--- src/rtl/rtc_pkg.sv ---
package rtc_pkg;
    localparam int NUM_TIME_BYTES = 10;
    localparam int IDX_W          = 4;
    localparam logic [IDX_W-1:0] IDX_STAT_A = 4'hA;
    localparam logic [IDX_W-1:0] IDX_STAT_B = 4'hB;
    localparam logic [IDX_W-1:0] IDX_STAT_C = 4'hC;
    localparam logic [IDX_W-1:0] IDX_STAT_D = 4'hD;
    localparam logic [IDX_W-1:0] IDX_LAST   = IDX_STAT_D;
    localparam int UIP_BIT = 7;
    localparam int PIE_BIT = 6;
    localparam logic [7:0] STAT_A_RESET = 8'h26;
    localparam logic [7:0] STAT_B_RESET = 8'h06;

    typedef enum logic {
        PI_IDLE = 1'b0,
        PI_RUN  = 1'b1
    } pi_state_t;
endpackage

--- src/rtl/rtc_index_port.sv ---
module rtc_index_port
    import rtc_pkg::*;
(
    input  logic             clk,
    input  logic             rst_n,
    input  logic             addr_wr,
    input  logic [7:0]       wdata,
    output logic [IDX_W-1:0] index,
    output logic             err
);
    logic in_range;

    always_comb begin
        in_range = (wdata <= {4'h0, IDX_LAST});
    end

    always_ff @(posedge clk) begin
        if (!rst_n) begin
            index <= '0;
            err   <= 1'b0;
        end else if (addr_wr) begin
            if (in_range) begin
                index <= wdata[IDX_W-1:0];
            end else begin
                err <= 1'b1;
            end
        end
    end


    index_range_chk: assert property (@(posedge clk) disable iff (!rst_n)
        index <= IDX_LAST);


    err_sticky_chk: assert property (@(posedge clk) disable iff (!rst_n)
        err |=> err);


    bad_index_hold_chk: assert property (@(posedge clk) disable iff (!rst_n)
        (addr_wr && wdata > 8'h0D) |=> (index == $past(index)));
endmodule

--- src/rtl/rtc_time_bank.sv ---
module rtc_time_bank #(
    parameter int          NUM_BYTES = 10,
    parameter logic [79:0] INIT      = '0
) (
    input  logic       clk,
    input  logic       rst_n,
    input  logic       wr_en,
    input  logic [3:0] sel,
    input  logic [7:0] wdata,
    output logic [7:0] rd_byte
);
    logic [7:0] bytes_q [NUM_BYTES];

    for (genvar g = 0; g < NUM_BYTES; g++) begin : g_byte
        always_ff @(posedge clk) begin
            if (!rst_n) begin
                bytes_q[g] <= INIT[8*g +: 8];
            end else if (wr_en && sel == 4'(g)) begin
                bytes_q[g] <= wdata;
            end
        end
    end

    always_comb begin
        rd_byte = 8'h00;
        for (int i = 0; i < NUM_BYTES; i++) begin
            if (sel == 4'(i)) rd_byte = bytes_q[i];
        end
    end
endmodule

--- src/rtl/rtc_periodic.sv ---
module rtc_periodic
    import rtc_pkg::*;
#(
    parameter int DIV_COUNT = 32
) (
    input  logic clk,
    input  logic rst_n,
    input  logic enable,
    output logic pulse
);
    localparam int DIV_W = (DIV_COUNT > 1) ? $clog2(DIV_COUNT) : 1;
    localparam logic [DIV_W-1:0] DIV_LAST = DIV_W'(DIV_COUNT - 1);

    pi_state_t        state_q, state_d;
    logic [DIV_W-1:0] div_q;
    logic             wrap;

    always_comb begin
        wrap    = (state_q == PI_RUN) && (div_q == DIV_LAST);
        state_d = state_q;
        unique case (state_q)
            PI_IDLE: if (enable)  state_d = PI_RUN;   // START
            PI_RUN:  if (!enable) state_d = PI_IDLE;  // STOP, else WRAP/count
        endcase
    end

    always_ff @(posedge clk) begin
        if (!rst_n) state_q <= PI_IDLE;
        else        state_q <= state_d;
    end

    always_ff @(posedge clk) begin
        if (!rst_n) begin
            div_q <= '0;
            pulse <= 1'b0;
        end else begin
            pulse <= wrap && enable;
            if (state_q != PI_RUN || !enable || wrap) div_q <= '0;
            else                                      div_q <= div_q + 1'b1;
        end
    end


    pulse_width_chk: assert property (@(posedge clk) disable iff (!rst_n)
        pulse |=> !pulse);


    pulse_gated_chk: assert property (@(posedge clk) disable iff (!rst_n)
        pulse |-> $past(enable));
endmodule

--- src/rtl/rtc_cmos_regs.sv ---
module rtc_cmos_regs
    import rtc_pkg::*;
#(
    parameter int          DIV_COUNT = 32,
    parameter logic [79:0] TIME_INIT = 80'h09_01_01_05_00_00_00_00_00_00
) (
    input  logic       clk,
    input  logic       rst_n,
    input  logic       bus_en,
    input  logic       bus_wr,
    input  logic       bus_port,
    input  logic [7:0] bus_wdata,
    output logic [7:0] bus_rdata,
    output logic       periodic_irq,
    output logic       index_err
);
    logic [IDX_W-1:0] index;
    logic [7:0]       stat_a_q, stat_b_q, time_byte;
    logic             addr_wr, data_wr, data_rd, addr_rd, time_wr;

    always_comb begin
        addr_wr = bus_en &&  bus_wr && !bus_port;
        addr_rd = bus_en && !bus_wr && !bus_port;
        data_wr = bus_en &&  bus_wr &&  bus_port;
        data_rd = bus_en && !bus_wr &&  bus_port;
        time_wr = data_wr && (index < IDX_W'(NUM_TIME_BYTES));
    end

    rtc_index_port u_index (
        .clk     (clk),
        .rst_n   (rst_n),
        .addr_wr (addr_wr),
        .wdata   (bus_wdata),
        .index   (index),
        .err     (index_err)
    );

    rtc_time_bank #(.NUM_BYTES(NUM_TIME_BYTES), .INIT(TIME_INIT)) u_bank (
        .clk     (clk),
        .rst_n   (rst_n),
        .wr_en   (time_wr),
        .sel     (index),
        .wdata   (bus_wdata),
        .rd_byte (time_byte)
    );

    rtc_periodic #(.DIV_COUNT(DIV_COUNT)) u_periodic (
        .clk    (clk),
        .rst_n  (rst_n),
        .enable (stat_b_q[PIE_BIT]),
        .pulse  (periodic_irq)
    );

    always_ff @(posedge clk) begin
        if (!rst_n) begin
            stat_a_q <= STAT_A_RESET;
            stat_b_q <= STAT_B_RESET;
        end else begin
            if (data_wr && index == IDX_STAT_A)
                stat_a_q[UIP_BIT-1:0] <= bus_wdata[UIP_BIT-1:0];
            if (data_rd && index == IDX_STAT_A)
                stat_a_q[UIP_BIT] <= ~stat_a_q[UIP_BIT];
            if (data_wr && index == IDX_STAT_B)
                stat_b_q <= bus_wdata;
        end
    end

    always_ff @(posedge clk) begin
        if (!rst_n) begin
            bus_rdata <= 8'h00;
        end else if (addr_rd) begin
            bus_rdata <= {index_err, 3'b000, index};
        end else if (data_rd) begin
            unique case (index)
                IDX_STAT_A:             bus_rdata <= stat_a_q;
                IDX_STAT_B:             bus_rdata <= stat_b_q;
                IDX_STAT_C, IDX_STAT_D: bus_rdata <= 8'h00;
                default:                bus_rdata <= time_byte;
            endcase
        end
    end


    uip_flip_chk: assert property (@(posedge clk) disable iff (!rst_n)
        (data_rd && index == IDX_STAT_A) |=>
            (stat_a_q[UIP_BIT] != $past(stat_a_q[UIP_BIT])));


    cd_zero_chk: assert property (@(posedge clk) disable iff (!rst_n)
        (data_rd && (index == IDX_STAT_C || index == IDX_STAT_D)) |=>
            (bus_rdata == 8'h00));


    rdata_hold_chk: assert property (@(posedge clk) disable iff (!rst_n)
        !bus_en |=> $stable(bus_rdata));
endmodule

--- config.mk ---
export PLATFORM = sky130hd
export DESIGN_NAME = rtc_cmos_regs
export DESIGN_NICKNAME = d
export VERILOG_FILES = /design/src/rtl/rtc_pkg.sv /design/src/rtl/rtc_index_port.sv /design/src/rtl/rtc_time_bank.sv /design/src/rtl/rtc_periodic.sv /design/src/rtl/rtc_cmos_regs.sv
export SDC_FILE = /design/constraint.sdc
export NUM_CORES = 1
export LEC_CHECK = 0
export BUFFER_PORTS_ARGS = -buffer_cell sky130_fd_sc_hd__clkbuf_2
export CAP_MARGIN = 20
export CORE_MARGIN = 10
export CORE_UTILIZATION = 30
export CTS_CLUSTER_DIAMETER = 60
export DETAILED_ROUTE_END_ITERATION = 16
export SLEW_MARGIN = 10
export SYNTH_ARGS = -nofsm -noshare
export SYNTH_HDL_FRONTEND = slang
export SYNTH_SLANG_ARGS = --single-unit
--- constraint.sdc ---
create_clock -name clk -period 3.8 [get_ports clk]
set_input_delay 0.19 -clock clk [delete_from_list [all_inputs] [get_ports clk]]
set_output_delay 0.19 -clock clk [all_outputs]
set_load 0.02 [all_outputs]
# ---- Word level (Yosys, flattened, before mapping)
# Memory sizes are Yosys's and may differ from the RTL's.
# Index checks and enable logic that the tools add are counted.
dict set report word_totals {
  out_inout_bits 10
  in_bits 13
  ram_bits 80
  regBits 36
  memories 1
  word_cells 131
}
dict set report op_classes {
  n_lt_le_gt_ge 2
  mux 55
  reduce_logical 34
  add_sub_neg 1
  n_bitwise 14
  n_eq_ne 14
}
# memory depth width read_ports rd_clocked_by_memory_dff wr line
set memory_table {}
lappend memory_table {u_bank.bytes_q 10 8 10 0 10 rtc_time_bank.sv:12} ;# logic [7:0] bytes_q [NUM_BYTES];
# op n
set ops {}
lappend ops {{8-bit 2-to-1 mux} 22}
lappend ops {{1-bit 2-to-1 mux} 32}
lappend ops {{4-bit equality test (second input constant)} 6}
lappend ops {{8-bit case mux with 3 select lines} 1}
lappend ops {{1-bit logical AND} 22}
lappend ops {{4-bit by 3-bit equality test with 1-bit output (second input constant)} 4}
lappend ops {{1-bit bitwise OR} 10}
lappend ops {{4-bit by 2-bit equality test with 1-bit output (second input constant)} 2}
lappend ops {{8-bit by 4-bit <= comparator with 1-bit output (second input constant)} 1}
lappend ops {{2-bit OR reduction} 3}
lappend ops {{5-bit by 1-bit adder with 5-bit output (second input constant)} 1}
lappend ops {{5-bit equality test (second input constant)} 1}
lappend ops {{4-bit by 1-bit equality test with 1-bit output (second input constant)} 1}
lappend ops {{4-bit logical NOT} 1}
lappend ops {{4-bit less-than comparator (second input constant)} 1}
lappend ops {{1-bit inverter} 4}
lappend ops {{2-bit AND reduction} 2}
lappend ops {{1-bit logical NOT} 3}
lappend ops {{1-bit logical OR} 2}
lappend ops {{2-bit nonzero test} 1}

# ---- Longest topological paths before layout
dict set report depth {
  ltp_word 14
  depth_mapped 8
}

# ---- Modules after synthesis
# From an unflattened synthesis, not the netlist that was laid out.
dict set report hier_totals {
  hier_cells 488
  area_unflattened_um2 5661.7
}
# module n_inst seq_area_each_um2 cells_each area_each_um2
set modules_own_cells {}
lappend modules_own_cells {rtc_time_bank 1 2402.3 302 3990.1}
lappend modules_own_cells {rtc_cmos_regs 1 480.5 140 1192.4}
lappend modules_own_cells {rtc_periodic 1 140.1 23 245.2}
lappend modules_own_cells {rtc_index_port 1 100.1 23 234.0}

# ---- Worst setup path before layout
# OpenSTA, ideal clock, no wires.
dict set report synth_path {
  kind {reg2reg}
  from {register u_index.index[3]}
  to {memory u_bank.bytes_q[9][2] (netlist: u_bank.bytes_q[4][10]) (enable)}
  t_required_ns 3.416
  synth_period_minus_slack_ns 1.881
  arrival_time_ns 1.497
  setup_slack_ns 1.919
  path_stages_with_launch 5
  cell_sequence {dfxtp_1 -> buf_2 -> nor2b_1 -> nand2_1 -> o21ai_0}
}
# element line
set synth_lines {}
lappend synth_lines {{start, declared} rtc_index_port.sv:8} ;# output logic [IDX_W-1:0] index,
lappend synth_lines {{start signal, assigned} rtc_index_port.sv:23} ;# index <= wdata[IDX_W-1:0];
lappend synth_lines {{end, declared} rtc_time_bank.sv:12}

==> impl_metrics.toml <==
[timing]
finalSetupViolCount = 0
fin_worst_skew_ns = 0.0104
tns_ns = 0
period_needed_ns = 2.72
worstMarginPinSlew_ns = 1.07
max_freq_mhz = 368
hold_viol = 0
rsz0062_at_grt = "false"
maxSlewViolCount = 0
finalWorstSetupSlack_ns = 1.08
min_period_over_period_pct = 71.6
max-slew-margin-rel_pct = 28.1

[power]
clkPwrFrac_pct = 51.4
swShare_pct = 21.1
p_switching_w = 0.000658
leakage_nw = 2.38
vdd_drop_max_mv = 0.170
p_comb_share_pct = 3.9
internal_power_w = 0.00247
p_seq_share_pct = 44.7
power_density_nw_per_um2 = 478

[route]
drc_errors = 0
drtIter0Drc = 238
via_count = 4105
final_antenna_net_count = 0
via_per_inst = 5.30
drt_wl_total_um = 15900
drtPass1Iterations = 5
avgRoutedWirePerCell_um = 20.5

[worst_setup_path]
worstPathRequired_ns = 3.83
cp-end-kind = "flip-flop"
timing.rr.end = "u_bank.bytes_q[4][1]"
arrival_ns = 2.75
rr_worst_depth = 3
reg2reg_slack_ns = 1.08
path_max_fanout = 27
path_class = "flip-flop to flip-flop"
startpoint_type = "flip-flop"
r2r-start = "u_index.index[3]"

[clock_network]
post_cts_buffers = 0
cts_buffer_depth = 2
ctsHoldBuffers = 0
cts.sinks = 116
clkTransAtPathRegs_ns = 0.05
cts_resized = 0
cts_tree = "yes"
clock_latency_ns = 0.42
root_buffer = "clkbuf_16"
cts_buffers = 17
htreeDepth = 4

[grt]
grt_pass1_wl_um = 24100
grt_max_degree = 30
track_usage_pct = 13.2
antenna_found_initial = 0
grt_pass1_vias = 3892
overflow = 0

[finish]
final_area_um2 = 6540
area_delta_synth_final_pct = 15.6
fill_cells = 1820
drive_gt1_share_pct = 16.5
layout.nets = 543
layout.cells.non_filler = 775
num_antenna_cells = 0

[die]
die_y_um = 157
rows = 50
start_util_pct = 30.3
io_pins = 23
core_area_um2 = 18600
die_area_um2 = 24700
die_w_um = 157

[synth]
synth_fp_nets = 527
synth_flop_cell = "edfxtp_1"
yosys_warnings = 0
yosysUniqueCellTypes = 59
synth.most_common_cell = "edfxtp_1"
yosysSeqAreaShare_pct = 55.2
synth.cell_area_um2 = 5650
yosys-top-cells-count = "edfxtp_1, and2_1, nor2_1"
synth_edf_count = 80
synth_area_per_cell_um2 = 11.0
async_flop_share_pct = 0
synth_top_area_share_pct = 42.5
ys_ff_latch = 116
synth_area_leaders = "edfxtp_1, dfxtp_1, and2_1"
yosysTopAreaCell = "edfxtp_1"
postSynthCellCount = 512

[placement]
io_buffers = 22
pre_cts_slack_ns = 1.12
dpl.cell_count = 743
place_congestion = 0.975
dp_hpwl_um = 10900
postPlaceCellArea_um2 = 5940

[job]
cap_violations = 0

[outcome]
status = "finished clean"

[worst_hold_path]
hold-path-endpoint = "u_index.err"
hp-class = "input port to flip-flop"
hold_start = "bus_wr"
worst_hold_path.num_cells = 5
## worst max-delay path, cell delays in order, from the launching register on
cell     delay [ns]
dfxtp_1        0.88
nor2b_1        0.32
nand2_1        0.24
o21ai_0        0.90
## stage by stage
step / total power [W] / utilization [%] / hold slack (ns)
2_1_floorplan: 0.00148 / - / 0.315
3_3_place_gp: 0.00154 / 31.9 / 0.426
3_5_place_dp: 0.00154 / 31.9 / 0.432
4_1_cts: 0.00314 / 35.1 / 0.156
5_1_grt: 0.00322 / 35.1 / 0.264
6_report: 0.00312 / 35.1 / 0.176
## area by class of cell
cell class / count / area [um^2] / area share [%]
flip-flops and latches: 116 / 3120 / 47.8
repair buffers: 33 / 193 / 2.95
clock buffers: 24 / 503 / 7.69
inverters: 7 / 26.3 / 0.402
clock inverters: 8 / 95.1 / 1.45
multi-input cells: 353 / 2300 / 35.2
well taps: 234 / 293 / 4.48
## cells in the final DEF (no fill, tap or decap), types with 6 or more instances in the layout
cell type / count
mux2i_1: 26
clkbuf_16: 18
buf_4: 11
clkbuf_2: 22
inv_1: 6
nand3_1: 8
nand2_1: 38
a21oi_1: 22
mux2_2: 10
dfxtp_1: 35
nor3_1: 6
nor2_1: 41
and2_1: 78
edfxtp_1: 80
nand2b_1: 9
o21ai_0: 36
## flip-flops by register name, indices dropped and copies added (netlist names)
signal / flops
u_bank.bytes_q: 80
stat_b_q: 8
u_periodic.state_q: 1
u_periodic.div_q: 5
bus_rdata: 8
u_index.index: 4
u_periodic.pulse: 1
stat_a_q: 8
u_index.err: 1
## how the worst max path moves through the flow
stage | end | slack (ns) | depth (start not counted) | startpoint
final | u_bank.bytes_q[4][1] | 1.08 | 3 | u_index.index[3]
after global routing | u_bank.bytes_q[2][14] | 0.78 | 4 | u_index.index[2]
after CTS | u_bank.bytes_q[4][1] | 1.12 | 3 | u_index.index[3]
after detailed placement | u_bank.bytes_q[4][7] | 1.12 | 3 | u_index.index[3]
after global placement | u_bank.bytes_q[4][3] | 1.23 | 3 | u_index.index[3]
after floorplan | u_bank.bytes_q[4][10] | 1.92 | 4 | u_index.index[3]
## power groups by stage
stage	combinational [W]	clock, W	sequential [W]
finish	0.000123	0.00161	0.00140
detailed placement	0.000122	0	0.00142
global route	0.000132	0.00169	0.00140
global placement	0.000122	0	0.00142
CTS	0.000123	0.00162	0.00140
floorplan	0.0000659	0	0.00141
## per-layer routing
layer  track usage (%)  share of wire [%]
met5                 0                  0
met4              5.61                2.7
met3              3.55                5.2
met2              20.1                 47
met1              17.1                 45
## cells by family (layout without fill, tap and decap cells)
kind of cell | count (synthesis) | after routing | synth area share (%)
multiplexers | 42 | 42 | 9.05
adder cells (fa/ha/maj) | 2 | 2 | 0.443
AO/OA/AOI/OAI | 98 | 98 | 10.8
XOR/XNOR | 3 | 3 | 0.465
flip-flops | 116 | 116 | 55.2
AND/OR/NAND/NOR | 208 | 208 | 20.0
buffers and inverters | 43 | 72 | 4.01
Power figures use the tool's default switching activity.
